===== src/rtl/hz_pkg.sv =====
package hz_pkg;
  typedef enum logic [2:0] {
    FMT_R  = 3'd0,
    FMT_I  = 3'd1,
    FMT_S  = 3'd2,
    FMT_SB = 3'd3,
    FMT_U  = 3'd4,
    FMT_UJ = 3'd5,
    FMT_X6 = 3'd6,
    FMT_X7 = 3'd7
  } fmt_e;

  localparam int unsigned NSRC = 2;
endpackage


===== src/rtl/hz_src_use.sv =====
module hz_src_use
  import hz_pkg::*;
(
  input  logic [2:0]      fmt_i,
  output logic [NSRC-1:0] use_o
);
  fmt_e fmt;
  assign fmt = fmt_e'(fmt_i);

  always_comb begin
    unique case (fmt)
      FMT_R, FMT_S, FMT_SB: use_o = 2'b11;
      FMT_I:                use_o = 2'b01;
      default:              use_o = 2'b00; // U, UJ, reserved: no sources
    endcase
  end
endmodule


===== src/rtl/hz_load_use.sv =====
module hz_load_use
  import hz_pkg::*;
#(
  parameter int unsigned REG_AW = 5
) (
  input  logic [NSRC-1:0][REG_AW-1:0] src_i,
  input  logic [NSRC-1:0]             use_i,
  input  logic [REG_AW-1:0]           ex_rd_i,
  input  logic                        ex_load_i,
  output logic                        stall_o
);
  logic [NSRC-1:0] hit;
  logic            rd_live;

  assign rd_live = ex_load_i && (ex_rd_i != '0);

  for (genvar s = 0; s < NSRC; s++) begin : g_src
    assign hit[s] = use_i[s] && (src_i[s] != '0) && (src_i[s] == ex_rd_i);
  end

  assign stall_o = rd_live && (|hit);
endmodule


===== src/rtl/hz_arbiter.sv =====
module hz_arbiter (
  input  logic stall_i,
  input  logic redir_i,
  output logic pc_we_o,
  output logic pc_sel_tgt_o,
  output logic ifid_we_o,
  output logic ifid_flush_o,
  output logic idex_flush_o,
  output logic exmem_flush_o
);
  always_comb begin
    pc_we_o       = 1'b1;
    pc_sel_tgt_o  = 1'b0;
    ifid_we_o     = 1'b1;
    ifid_flush_o  = 1'b0;
    idex_flush_o  = 1'b0;
    exmem_flush_o = 1'b0;
    if (redir_i) begin
      // redirect dominates any pending stall
      pc_sel_tgt_o  = 1'b1;
      ifid_flush_o  = 1'b1;
      idex_flush_o  = 1'b1;
      exmem_flush_o = 1'b1;
    end else if (stall_i) begin
      pc_we_o      = 1'b0;
      ifid_we_o    = 1'b0;
      idex_flush_o = 1'b1;
    end
  end
endmodule


===== src/rtl/hz_ctrl_unit.sv =====
module hz_ctrl_unit
  import hz_pkg::*;
#(
  parameter int unsigned REG_AW = 5,
  parameter int unsigned ADDR_W = 32
) (
  input  logic [REG_AW-1:0] id_rs1_i,
  input  logic [REG_AW-1:0] id_rs2_i,
  input  logic [2:0]        id_fmt_i,
  input  logic [REG_AW-1:0] ex_rd_i,
  input  logic              ex_load_i,
  input  logic              mem_redir_i,
  input  logic [ADDR_W-1:0] mem_target_i,
  input  logic [ADDR_W-1:0] pc_seq_i,
  output logic              pc_we_o,
  output logic [ADDR_W-1:0] pc_next_o,
  output logic              ifid_we_o,
  output logic              ifid_flush_o,
  output logic              idex_flush_o,
  output logic              exmem_flush_o
);
  logic [NSRC-1:0]             src_use;
  logic [NSRC-1:0][REG_AW-1:0] src_vec;
  logic                        stall;
  logic                        pc_sel_tgt;

  assign src_vec[0] = id_rs1_i;
  assign src_vec[1] = id_rs2_i;

  hz_src_use u_src_use (
    .fmt_i (id_fmt_i),
    .use_o (src_use)
  );

  hz_load_use #(.REG_AW(REG_AW)) u_load_use (
    .src_i     (src_vec),
    .use_i     (src_use),
    .ex_rd_i   (ex_rd_i),
    .ex_load_i (ex_load_i),
    .stall_o   (stall)
  );

  hz_arbiter u_arb (
    .stall_i       (stall),
    .redir_i       (mem_redir_i),
    .pc_we_o       (pc_we_o),
    .pc_sel_tgt_o  (pc_sel_tgt),
    .ifid_we_o     (ifid_we_o),
    .ifid_flush_o  (ifid_flush_o),
    .idex_flush_o  (idex_flush_o),
    .exmem_flush_o (exmem_flush_o)
  );

  assign pc_next_o = pc_sel_tgt ? mem_target_i : pc_seq_i;

  always_comb begin

    redir_flush_chk: assert (!mem_redir_i ||
      (pc_we_o && ifid_flush_o && idex_flush_o && exmem_flush_o && pc_next_o == mem_target_i));

    stall_hold_chk: assert (!(stall && !mem_redir_i) ||
      (!pc_we_o && !ifid_we_o && idex_flush_o));

    u_no_stall_chk: assert (!(id_fmt_i == 3'd4 || id_fmt_i == 3'd5) || !stall);

    x0_no_stall_chk: assert (ex_rd_i != '0 || !stall);

    stall_scope_chk: assert (mem_redir_i || (!ifid_flush_o && !exmem_flush_o));

    redir_we_chk: assert (!mem_redir_i || ifid_we_o);
  end
endmodule


===== config.mk =====
export PLATFORM = sky130hd
export DESIGN_NAME = hz_ctrl_unit
export DESIGN_NICKNAME = d
export VERILOG_FILES = /design/src/rtl/hz_pkg.sv /design/src/rtl/hz_src_use.sv /design/src/rtl/hz_load_use.sv /design/src/rtl/hz_arbiter.sv /design/src/rtl/hz_ctrl_unit.sv
export SDC_FILE = /design/constraint.sdc
export NUM_CORES = 1
export LEC_CHECK = 0
export CAP_MARGIN = 20
export CORE_UTILIZATION = 19
export DETAILED_ROUTE_END_ITERATION = 12
export PLACE_DENSITY = 0.84
export SYNTH_ARGS = -nofsm -noshare
export SYNTH_HDL_FRONTEND = slang
export SYNTH_SLANG_ARGS = --single-unit
export TNS_END_PERCENT = 10

===== constraint.sdc =====
create_clock -name vclk -period 2.41
set_clock_uncertainty 0.1 [all_clocks]
set_input_delay 0.482 -clock vclk [all_inputs]
set_output_delay 0.482 -clock vclk [all_outputs]
set_load 0.03 [all_outputs]

==> reports/qor.csv <==
stage,metric,value,unit
logic_synthesis,synth_top_family_by_area,multiplexers,
routing,drt-initial-drc-count,24,
sta,setup_viol,0,
logic_synthesis,synth.yosys.seq_area_share,0,%
logic_synthesis,synthMuxAreaShare,64.1,%
final_layout,fillers,251,
placement,dpl.hpwl,2600,um
floorplanning,die-area,0.00318,mm^2
final_layout,seq_area,0,um^2
global_route,grtUsageTotal,18.7,%
global_route,grt_pass1_wl,4740,um
routing,drt_wl_total,3270,um
sta,slew_viol_final,0,
routing,drc,0,
setup_path,slowest_stage,or4_4,
global_route,antenna_found_initial,0,
routing,wl_per_cell,15.3,um
final_layout,final_cells,213,
logic_synthesis,syn_area,562,um^2
worst_hold_path,hp-class,input port to primary output,
setup_path,cp.depth,6,
sta,period_needed,2.41,ns
final_layout,design_area,0.00186,mm^2
sta,fin_hold_ws,1.49,ns
logic_synthesis,synth_fp_nets,145,
outcome,status,completed,
setup_path,critPathKind,input port to primary output,
sta,hold_viol,0,
placement,place_inst,212,
routing,routed_via_density,4.58,
sta,fmax,0.415,GHz
logic_synthesis,synthAdderAreaFrac,0,%
final_layout,multi_input_area,572,um^2
setup_path,cp-start-kind,input port,
final_layout,nNetsFinal,268,
logic_synthesis,yosysWarnings,0,
setup_path,crit_path_max_fanout,2,
logic_synthesis,synth_cells,61,
logic_synthesis,synth-xor-area-share,15.6,%
sta,slew_headroom,77.7,%
setup_path,cp_top_family,simple AND/OR/NAND/NOR gates,
placement,placedInstanceArea,0.00183,mm^2
logic_synthesis,yosysUniqueCellTypes,16,
setup_path,max_stage_delay,0.55,ns
final_layout,syn2layout_area_growth,232,%
floorplanning,start_util,20.2,%
setup_path,cp.required,1.83,ns
placement,gp_congestion,0.807,
global_route,grt_max_degree,19,
setup_path,cp-end-kind,primary output,
sta,worst_slew_pin_slew,0.332,ns
global_route,grt_pass1_vias,1011,
setup_path,crit_top_cell,buf_6,
sta,setup_tns,0,ns
floorplanning,rows,19,
floorplanning,pin_count,121,
power,vdd_drop_max,0.000153,V
setup_path,crit_buf_inv,2,
logic_synthesis,synth_compound_area_share,4.23,%
power,leakage,0.000784,uW
worst_hold_path,holdPathStages,6,
floorplanning,die_w,56.4,um
logic_synthesis,synthSimpleGateAreaFrac,8.24,%
final_layout,clockBufferCount,0,
routing,dr.pass1.iters,2,
floorplanning,core_area,0.00278,mm^2
floorplanning,die_h,56.4,um
final_layout,drive_gt1_share,44.0,%
clock_network,post-cts-setup-buffer-count,0,
setup_path,cp.arrival,1.82,ns
sta,fin_crit_sh,99.9,%
routing,vias,975,
power,powerDensity,212,mW/mm^2
sta,rsz0062_at_grt,true,
logic_synthesis,synth_area_per_cell,9.21,um^2
global_route,grt_overflow,0,
setup_path,crit_chain,buf_6 > or4_4 > o2111ai_4 > a21oi_2 > or2_1 > buf_6,
placement,numPortBuffers,121,
final_layout,seq_cells,0,
routing,antenna_left,0,
final_layout,antennaDiodeCount,0,
flow_run,cap_violations,0,
==> per-stage QoR <==
| step | power (uW) | setup WS [ns] | utilization, % |
|---|---|---|---|
| 6_report | 396 | 0.00319 | 67.0 |
| 5_1_grt | 416 | -0.0566 | 67.0 |
| 4_1_cts | 394 | -0.0527 | 67.3 |
| 3_5_place_dp | 410 | -0.387 | 65.8 |
| 3_3_place_gp | 404 | -0.344 | 65.8 |
| 2_1_floorplan | 174 | 0.0849 | - |
==> layout by cell type (no fill, tap or decap), types with 2 or more instances in the layout <==
cell             count
xnor2_2              2
buf_4                6
a21oi_2              2
clkdlybuf4s15_2     15
xor2_1               5
buf_6                4
clkdlybuf4s50_1     67
buf_12               2
clkbuf_2            11
dlygate4sd2_1       19
xnor2_1              3
dlymetal6s2s_1       2
mux2_2              32
==> cell families (layout without fill, tap and decap cells) <==
family	after synthesis	after routing
mux	32	32
xor+xnor	10	10
buf+inv	8	129
simple gates	7	7
compound gates	4	4
==> routing by layer <==
| metal | track usage, % | routed length, um | vias up |
|---|---|---|---|
| met5 | 0 | 0 | - |
| met3 | 2.53 | 210 | 4 |
| li1 | - | - | 465 |
| met2 | 41.7 | 1920 | 57 |
| met4 | 1.39 | 46 | 0 |
| met1 | 18.2 | 1090 | 449 |
==> report_power, final <==
group	switching (uW)	internal, uW
Combinational	172	223
Sequential	0	0
Clock	0	0
==> repair_timing <==
action | 4_1_cts | 5_1_grt
setup endpoints to repair | 35 | 3
cloned | 1 | 0
resized for setup | 95 | 27
hold buffers | 0 | 0
pin swaps | 9 | 13
==> path summary, 6_finish.rpt <==
kind	startpoint	endpoint	slack, ns
worst min-delay path	id_fmt_i[2]	pc_we_o	1.49
worst max-delay path	id_rs2_i[4]	idex_flush_o	0.003
==> final cells by class <==
cell class	count	area share, %
inverter	1	0.201
timing repair buffer	128	67.0
tap	31	2.08
multi-input combinational	53	30.7
==> tightest hold or removal path, cell delays in order <==
cell and delay [ns]:
dlymetal6s2s_1 0.14, a21oi_2 0.07, o2111ai_4 0.07, a21oi_2 0.06, nand2b_1 0.14, buf_12 0.14
==> cells in the mapped netlist <==
| master | n | area share, % |
|---|---|---|
| xor2_1 | 5 | 7.8 |
| clkbuf_1 | 2 | 1.3 |
| nand4_1 | 1 | 1.1 |
| xnor2_1 | 5 | 7.8 |
| o2111ai_1 | 1 | 1.6 |
| a21oi_1 | 2 | 1.8 |
| mux2_2 | 32 | 64 |
| buf_4 | 3 | 4.0 |
| nor4_1 | 1 | 1.1 |
| or3_1 | 1 | 1.1 |
| or4_1 | 2 | 2.7 |
| inv_1 | 1 | 0.67 |
| o21ai_0 | 1 | 0.89 |
| nand2b_1 | 1 | 1.1 |
| buf_2 | 2 | 1.8 |
| or2_1 | 1 | 1.1 |
(Power assumes the default switching activity.)
